==> src/rtl/tsf_pkg.sv <==
package tsf_pkg;

    parameter int TSF_CODE_W   = 4;
    parameter int TSF_MAX_CODE = 9;
    parameter int TSF_CNT_W    = TSF_MAX_CODE + 1;
    parameter int TSF_SYNC_LEN = 2;

    // Static configuration that restarts counting when any field moves
    typedef struct packed {
        logic                  idle_high;
        logic [TSF_CODE_W-1:0] alarm_code;
        logic [TSF_CODE_W-1:0] rearm_code;
    } tsf_cfg_t;

    // Classification of the current cycle's sample
    typedef enum logic [1:0] {
        SMP_NONE = 2'd0,
        SMP_GOOD = 2'd1,
        SMP_BAD  = 2'd2
    } tsf_smp_e;

    // Power-of-two limit from a code; 0 means no limit, codes above the
    // maximum saturate to the largest limit.
    function automatic logic [TSF_CNT_W-1:0] tsf_code_to_limit(
        input logic [TSF_CODE_W-1:0] code
    );
        logic [TSF_CODE_W-1:0] shift;
        if (code == '0) begin
            return '0;
        end
        shift = (int'(code) > TSF_MAX_CODE) ? TSF_CODE_W'(TSF_MAX_CODE) : code;
        return TSF_CNT_W'(1) << shift;
    endfunction

endpackage

==> src/rtl/tsf_pin_sampler.sv <==
module tsf_pin_sampler
    import tsf_pkg::*;
#(
    parameter int STAGES = TSF_SYNC_LEN
) (
    input  logic     clk,
    input  logic     rst,
    input  logic     pin_in,
    input  logic     take,
    input  logic     idle_high,
    output tsf_smp_e smp
);

    logic pin_sync;

    generate
        if (STAGES <= 1) begin : g_single
            logic stage_q;
            always_ff @(posedge clk) begin
                if (rst) stage_q <= 1'b0;
                else     stage_q <= pin_in;
            end
            assign pin_sync = stage_q;
        end else begin : g_chain
            logic [STAGES-1:0] chain_q;
            always_ff @(posedge clk) begin
                if (rst) chain_q <= '0;
                else     chain_q <= {chain_q[STAGES-2:0], pin_in};
            end
            assign pin_sync = chain_q[STAGES-1];
        end
    endgenerate

    always_comb begin
        if (!take)                     smp = SMP_NONE;
        else if (pin_sync != idle_high) smp = SMP_BAD;
        else                           smp = SMP_GOOD;
    end

endmodule

==> src/rtl/tsf_limit_dec.sv <==
module tsf_limit_dec
    import tsf_pkg::*;
#(
    parameter int CODE_W = TSF_CODE_W,
    parameter int CNT_W  = TSF_CNT_W
) (
    input  logic [CODE_W-1:0] code,
    output logic [CNT_W-1:0]  limit
);

    always_comb begin
        limit = CNT_W'(tsf_code_to_limit(TSF_CODE_W'(code)));
    end

endmodule

==> src/rtl/tsf_sat_counter.sv <==
module tsf_sat_counter #(
    parameter int W = 10
) (
    input  logic         clk,
    input  logic         rst,
    input  logic         clr,
    input  logic         inc,
    input  logic [W-1:0] limit,
    output logic [W-1:0] count,
    output logic         hit
);

    logic [W:0] next_val;
    logic       headroom;

    assign next_val = {1'b0, count} + {{W{1'b0}}, 1'b1};
    assign headroom = count < limit;
    assign hit      = inc && (limit != '0) && (next_val >= {1'b0, limit});

    always_ff @(posedge clk) begin
        if (rst || clr)          count <= '0;
        else if (inc && headroom) count <= next_val[W-1:0];
    end

endmodule

==> src/rtl/tamper_static_filter.sv <==
module tamper_static_filter
    import tsf_pkg::*;
#(
    parameter int CODE_W = TSF_CODE_W,
    parameter int CNT_W  = TSF_CNT_W,
    parameter int SYNC_N = TSF_SYNC_LEN
) (
    input  logic              clk,
    input  logic              rst,
    input  logic              tick_en,
    input  logic              pin_in,
    input  logic              idle_high,
    input  logic              out_mode,
    input  logic              dyn_mode,
    input  logic [CODE_W-1:0] alarm_code,
    input  logic [CODE_W-1:0] rearm_code,
    input  logic              alarm_clr,
    output logic              alarm_flag
);

    localparam int N_LIM = 2;

    tsf_cfg_t   cfg_now, cfg_q;
    logic       cfg_change;
    logic       active;
    logic       clear_all;
    logic       take;
    tsf_smp_e   smp;

    logic [N_LIM-1:0][CODE_W-1:0] codes;
    logic [N_LIM-1:0][CNT_W-1:0]  limits;
    logic [CNT_W-1:0]             a_lim, v_lim;
    logic [CNT_W-1:0]             a_cnt, v_cnt;
    logic                         a_hit, v_hit;

    // Configuration tracking
    assign cfg_now = '{idle_high:  idle_high,
                       alarm_code: TSF_CODE_W'(alarm_code),
                       rearm_code: TSF_CODE_W'(rearm_code)};

    always_ff @(posedge clk) begin
        if (rst) cfg_q <= '0;
        else     cfg_q <= cfg_now;
    end

    assign cfg_change = (cfg_now != cfg_q);
    assign active     = !out_mode && !dyn_mode && (alarm_code != '0);
    assign clear_all  = alarm_clr || cfg_change || !active;
    assign take       = tick_en && !clear_all;

    // Limit decoding for both codes
    assign codes[0] = alarm_code;
    assign codes[1] = rearm_code;

    generate
        for (genvar g = 0; g < N_LIM; g++) begin : g_dec
            tsf_limit_dec #(.CODE_W(CODE_W), .CNT_W(CNT_W)) u_dec (
                .code  (codes[g]),
                .limit (limits[g])
            );
        end
    endgenerate

    assign a_lim = limits[0];
    assign v_lim = limits[1];

    tsf_pin_sampler #(.STAGES(SYNC_N)) u_smp (
        .clk       (clk),
        .rst       (rst),
        .pin_in    (pin_in),
        .take      (take),
        .idle_high (idle_high),
        .smp       (smp)
    );

    // Alarm counter: bad samples; wiped by a full good run
    tsf_sat_counter #(.W(CNT_W)) u_alarm_cnt (
        .clk   (clk),
        .rst   (rst),
        .clr   (clear_all || v_hit),
        .inc   (smp == SMP_BAD),
        .limit (a_lim),
        .count (a_cnt),
        .hit   (a_hit)
    );

    // Good-run counter: restarted by any bad sample
    tsf_sat_counter #(.W(CNT_W)) u_valid_cnt (
        .clk   (clk),
        .rst   (rst),
        .clr   (clear_all || (smp == SMP_BAD)),
        .inc   (smp == SMP_GOOD),
        .limit (v_lim),
        .count (v_cnt),
        .hit   (v_hit)
    );

    // Sticky flag
    always_ff @(posedge clk) begin
        if (rst)            alarm_flag <= 1'b0;
        else if (alarm_clr) alarm_flag <= 1'b0;
        else if (a_hit)     alarm_flag <= 1'b1;
    end

endmodule

==> config.mk <==
export PLATFORM = sky130hd
export DESIGN_NAME = tamper_static_filter
export DESIGN_NICKNAME = d
export VERILOG_FILES = /design/src/rtl/tsf_pkg.sv /design/src/rtl/tsf_pin_sampler.sv /design/src/rtl/tsf_limit_dec.sv /design/src/rtl/tsf_sat_counter.sv /design/src/rtl/tamper_static_filter.sv
export SDC_FILE = /design/constraint.sdc
export NUM_CORES = 1
export LEC_CHECK = 0
export BUFFER_PORTS_ARGS = -buffer_cell sky130_fd_sc_hd__buf_2
export CAP_MARGIN = 20
export CORE_ASPECT_RATIO = 0.7
export CORE_UTILIZATION = 40
export DETAILED_ROUTE_END_ITERATION = 10
export GPL_ROUTABILITY_DRIVEN = 0
export PLACE_DENSITY_LB_ADDON = 0.2
export SLEW_MARGIN = 0
export SYNTH_ARGS = -nofsm -noshare
export SYNTH_HDL_FRONTEND = slang
export SYNTH_SLANG_ARGS = --single-unit
export TNS_END_PERCENT = 1
==> constraint.sdc <==
create_clock -name clk -period 3.55 [get_ports clk]
set_input_delay 0.355 -clock clk [delete_from_list [all_inputs] [get_ports clk]]
set_output_delay 0.355 -clock clk [all_outputs]
set_load 0.02 [all_outputs]
**After elaboration in Yosys (flattened, before gate mapping)**

Index checks and enable logic that the tools add are counted.

- Flip-flop bits (word level): 32
- Output and inout port bits: 1

- Eq/ne operators: 4
- $lt $le $gt $ge: 6
- Mux-type cells: 10
- Shifts and indexed selects: 2
- Reductions and logical operators: 25
- $add $sub $neg: 2

Operator list:

| kind | count |
|---|---|
| two-way mux 10 bit | 4 |
| adder 10 x 1 -> 11 bit, second input constant | 2 |
| >= comparator 11 x 10 -> 1 bit | 2 |
| < comparator 10 bit | 2 |
| nonzero test 10 bit | 2 |
| << shifter 1 x 4 -> 10 bit, first input constant | 2 |
| logical AND 1 bit | 9 |
| inequality test 9 bit | 1 |
| > comparator 4 bit, second input constant | 2 |
| zero test 4 bit | 2 |
| two-way mux 4 bit | 2 |
| logical OR 1 bit | 6 |
| zero test 1 bit | 4 |
| two-way mux 2 bit | 2 |
| nonzero test 4 bit | 1 |
| equality test 2 x 1 -> 1 bit, second input constant | 1 |
| equality test 2 bit, second input constant | 1 |
| two-way mux 1 bit | 2 |
| OR reduction 2 bit | 1 |
| inequality test 1 bit | 1 |

**Logic depth before layout (Yosys ltp)**

- Depth in word-level cells: 13
- Depth in mapped cells: 12

**Hierarchy**

Synthesis repeated with hierarchy kept, for this count alone.

- Cells, all modules: 333
- Area, all modules: 2939.1 um^2

By module, submodules not included:

| module | cells each | times used | seq. area each (um^2) | area each (um^2) |
|---|---|---|---|---|
| tsf_sat_counter | 130 | 2 | 200.2 | 1107.3 |
| tamper_static_filter | 43 | 1 | 200.2 | 439.2 |
| tsf_limit_dec | 11 | 2 | 0.0 | 105.1 |
| tsf_pin_sampler | 8 | 1 | 40.0 | 75.1 |

**Least setup slack after synthesis**

OpenSTA, ideal clock, no wires.

- Kind: input port to flip-flop
- From: in alarm_code[0]
- To: reg u_alarm_cnt.count[6]
- Buffers on the path: 2
- Required time: 3.478 ns
- Arrival time: 2.625 ns
- Slack: 0.854 ns
- Stages: 11
- Cell sequence: clkbuf_1 > nor2b_1 > nand2_1 > ha_1 > a211o_1 > a21oi_1 > a31oi_1 > or4b_1 > buf_2 > or3_1 > a21oi_1

- Longest elaborated chain between the ends: 12
- Elaborated cells on any way between the ends: 23
- Those cells by class: order compare (2); eq/ne (3); shift (1); mux (4); reduce/logical (13)

RTL lines:

| what | RTL line | RTL |
|---|---|---|
| start, declared | tamper_static_filter.sv:15 | `input logic [CODE_W-1:0] alarm_code,` |
| branches (longest 12 deep; another with < comparator 10 bit) | -- |  |
| end signal, assigned | tsf_sat_counter.sv:22 | `else if (inc && headroom) count <= next_val[W-1:0];` |
| end, declared | tsf_sat_counter.sv:9 | `output logic [W-1:0] count,` |

Several ways; the timed one is not identified.
A chain may end at the register's enable or synchronous reset.

**Worst setup path after layout**

- From: reg u_alarm_cnt.count[1]
- To: reg alarm_flag

- Longest elaborated chain between the ends: 3

RTL lines:

| what | RTL line | RTL |
|---|---|---|
| adder 10 x 1 -> 11 bit | tsf_sat_counter.sv:16 | `assign next_val = {1'b0, count} + {{W{1'b0}}, 1'b1};` |
| net u_alarm_cnt.next_val[8] | tsf_sat_counter.sv:13 | `logic [W:0] next_val;` |
| >= comparator 11 x 10 -> 1 bit | tsf_sat_counter.sv:18 | `assign hit = inc && (limit != '0) && (next_val >= {1'b0, limit});` |
| logical AND 1 bit | tsf_sat_counter.sv:18 |  |
| end signal, assigned | tamper_static_filter.sv:100 | `if (rst) alarm_flag <= 1'b0;` |
| end signal, assigned | tamper_static_filter.sv:101 | `else if (alarm_clr) alarm_flag <= 1'b0;` |
| end signal, assigned | tamper_static_filter.sv:102 | `else if (a_hit) alarm_flag <= 1'b1;` |
| end, declared | tamper_static_filter.sv:18 | `output logic alarm_flag` |

The timed path passes the listed nets, and every way through them passes these cells.

==> results.sh <==
export IMPL_p_total_w=0.0007948
export IMPL_crit_path_frequent_cell="ha_1"
export IMPL_ant_nets=0
export IMPL_area_growth_pct=9.911
export IMPL_first_pass_iters=4
export IMPL_irDropWorstVdd_uv=118.4
export IMPL_layout_commonest_cell="ha_1"
export IMPL_path_cells="ha_1 > nand3_1 > or2_2 > or2_1 > xnor2_1 > ha_1 > a21o_1 > a211oi_1 > o21ai_0 > a41oi_1 > nor4_1"
export IMPL_p_leak_nw=1.136
export IMPL_timing_critical_path_arrival_ps=3060
export IMPL_drtIter0Drc=81
export IMPL_cts_hold_buf=0
export IMPL_synth_edf_count=0
export IMPL_fp_dieH_um=68.64
export IMPL_track_usage=0.1794
export IMPL_ys_types=44
export IMPL_hold_end="alarm_flag$_SDFFE_PP0P_"
export IMPL_fill_cells=606
export IMPL_die_x_um=97.20
export IMPL_die_area_um2=6671
export IMPL_drc=0
export IMPL_worstSetupEndpointType="flop"
export IMPL_ys_ff_latch=32
export IMPL_p_comb_frac=0.103
export IMPL_tns_ps=0
export IMPL_post_drt_via_cell_ratio=5.421
export IMPL_r2r_end="alarm_flag$_SDFFE_PP0P_"
export IMPL_cts_resized=0
export IMPL_tightest_slew_ps=533.5
export IMPL_max_stage_delay_ps=420
export IMPL_reg2regPathDepth=11
export IMPL_ioPinCount=17
export IMPL_cts_sinks=32
export IMPL_max_slew_margin=0.6443
export IMPL_io_buffers=16
export IMPL_ff2ff_setup_slack_ps=650
export IMPL_wl_per_cell_um=14.04
export IMPL_diodes=0
export IMPL_clk_pin_slew_ps=70
export IMPL_fin_cells=397
export IMPL_grt_pass1_vias=1921
export IMPL_rsz0062_at_grt="no"
export IMPL_antenna_found_initial=0
export IMPL_syn_avg_cell_area_um2=8.374
export IMPL_cts_buffers=5
export IMPL_coreArea_um2=5928
export IMPL_nNetsFinal=379
export IMPL_synthesis_area_um2=2537
export IMPL_start_util=0.4280
export IMPL_dr_total_vias=2152
export IMPL_fp_row_count=23
export IMPL_cts_root_buf="clkbuf_8"
export IMPL_grt_max_degree=19
export IMPL_drv_slew=0
export IMPL_grt_pass1_wl_mm=9.377
export IMPL_worstPathRequired_ps=3710
export IMPL_hold_path_depth=2
export IMPL_async_flop_share=0
export IMPL_clock_fmax_ghz=0.3449
export IMPL_hold_class="input pin to flop"
export IMPL_dp_cells=389
export IMPL_postSynthCellCount=303
export IMPL_dpl_hpwl_mm=4.536
export IMPL_status="completed"
export IMPL_hold_viol_final=0
export IMPL_clock_latency_ps=280
export IMPL_worstHoldStart="alarm_clr"
export IMPL_worst_clock_skew_ps=12.00
export IMPL_overflow=0
export IMPL_seq_area_um2=640.6
export IMPL_routed_wirelength_mm=5.574
export IMPL_synthFlopType="dfxtp_1"
export IMPL_multiInputGateArea_um2=1848
export IMPL_ys_warn_count=0
export IMPL_htreeDepth=2
export IMPL_internal_power_w=0.0006088
export IMPL_seq_power_share=0.463
export IMPL_layout_drive_gt1_share=0.08696
export IMPL_netSwitchingFraction=0.2340
export IMPL_p_switching_w=0.0001860
export IMPL_r2r_start="u_alarm_cnt.count[1]$_SDFFE_PP0P_"
export IMPL_cts_buffer_depth=2
export IMPL_yosysSeqAreaShare=0.2525
export IMPL_cts_tree="done"
export IMPL_fin_crit_ps=2899
export IMPL_critPathSlowestCell="dfxtp_1"
export IMPL_cp_start_kind="flop"
export IMPL_setup_violations=0
export IMPL_powerDensity_nw_per_um2=285.0
export IMPL_path_max_fanout=4
export IMPL_critPathKind="flop to flop"
export IMPL_cts_setup_buffers=0
export IMPL_maxCapViolations=0
export IMPL_layout_common_cells="ha_1 (42), dfxtp_1 (32), nand2_1 (24), a21oi_1 (22), nor2_1 (20)"
export IMPL_p_clk_frac=0.434
export IMPL_finalCritPeriodShare=0.8167
-- cells in the mapped netlist, types with 2 or more instances --
cell type	number	area, µm²
a211o_1	3	26.28
a211oi_1	2	15.01
a21o_1	4	30.03
a21oi_1	22	110.1
a31oi_1	3	18.77
and4_1	2	17.52
buf_2	3	15.01
clkbuf_1	4	15.01
dfxtp_1	32	640.6
ha_1	42	525.5
inv_1	4	15.01
mux2i_1	2	20.02
nand2_1	24	90.09
nand3_1	14	70.07
nand3b_1	2	15.01
nand4_1	3	18.77
nor2_1	20	75.07
nor2b_1	19	118.9
nor3_1	3	15.01
nor4_1	6	37.54
o211ai_1	2	15.01
o21a_1	3	22.52
o21ai_0	6	30.03
o21ai_1	12	60.06
o31ai_1	3	22.52
or2_1	2	12.51
or2_2	3	18.77
or3_1	14	87.58
xnor2_1	15	131.4
xor2_1	15	131.4
-- worst max-delay path: cells and delay by family (launching register included) --
family / cells / cell delay, ps
AOI/OAI and AO/OA: 4 / 720
xor gates and xnor gates: 1 / 150
adders and majority gates: 2 / 560
DFF: 1 / 420
and+or+nand+nor: 4 / 940
-- how the worst max path moves through the flow --
stage | cells after the start | end | from
after global routing | 11 | u_alarm_cnt.count[3]$_SDFFE_PP0P_ | u_valid_cnt.count[0]$_SDFFE_PP0P_
after global placement | 10 | u_alarm_cnt.count[8]$_SDFFE_PP0P_ | alarm_code[2]
after floorplan | 11 | u_alarm_cnt.count[6]$_SDFFE_PP0P_ | alarm_code[0]
after CTS | 11 | u_alarm_cnt.count[9]$_SDFFE_PP0P_ | u_valid_cnt.count[0]$_SDFFE_PP0P_
final | 11 | alarm_flag$_SDFFE_PP0P_ | u_alarm_cnt.count[1]$_SDFFE_PP0P_
after detailed placement | 10 | u_alarm_cnt.count[9]$_SDFFE_PP0P_ | alarm_code[2]
-- area by class of cell --
cell class,instances,area share
multi-input combinational,261,0.6626
tap,75,0.03365
sequential,32,0.2297
inverter,5,0.006729
clock inverter,2,0.01256
clock buffer,6,0.02602
timing repair buffer,16,0.02871
-- cell families after synthesis --
| logic type | Yosys count | synth area share |
|---|---|---|
| AOI/OAI and AO/OA | 65 | 0.1563 |
| DFF | 32 | 0.2525 |
| and+or+nand+nor | 118 | 0.2475 |
| buffers and inverters | 13 | 0.02366 |
| muxes | 2 | 0.007890 |
| xor gates and xnor gates | 30 | 0.1036 |
| other | 1 | 0.001478 |
| adders and majority gates | 42 | 0.2071 |
-- power groups by stage --
stage	registers (W)	logic [W]	clock network, W
2_1_floorplan	0.000376	0.0000572	0
3_3_place_gp	0.000376	0.0000797	0
3_5_place_dp	0.000376	0.0000814	0
4_1_cts	0.000368	0.0000822	0.000354
5_1_grt	0.000368	0.0000931	0.000371
6_report	0.000368	0.0000819	0.000345
-- per-stage QoR --
step / setup slack (ps) / area (µm²) / hold slack (ps) / utilization
floorplan: 853.7 / 2549 / 413.8 / -
global placement: 552.9 / 2681 / 461.0 / 0.4523
detailed placement: 473.3 / 2681 / 462.8 / 0.4523
CTS: 672.6 / 2789 / 254.7 / 0.4705
global route: 364.3 / 2789 / 256.3 / 0.4705
finish: 650.6 / 2789 / 260.5 / 0.4705
-- metal layers --
layer | GRT usage | share of wire | up-vias
met5 | 0 | 0 | -
met4 | 0.02799 | 0.0034 | 0
met3 | 0.04032 | 0.038 | 2
met2 | 0.2403 | 0.35 | 26
met1 | 0.2847 | 0.60 | 985
li1 | - | - | 1139
-- flip-flops by register name, indices dropped and copies added, names as in the netlist --
register and flops:
u_alarm_cnt.count 10, u_valid_cnt.count 10, cfg_q 9, u_smp.g_chain.chain_q 2
alarm_flag 1
Note: power is estimated with default switching activity, not from simulation.
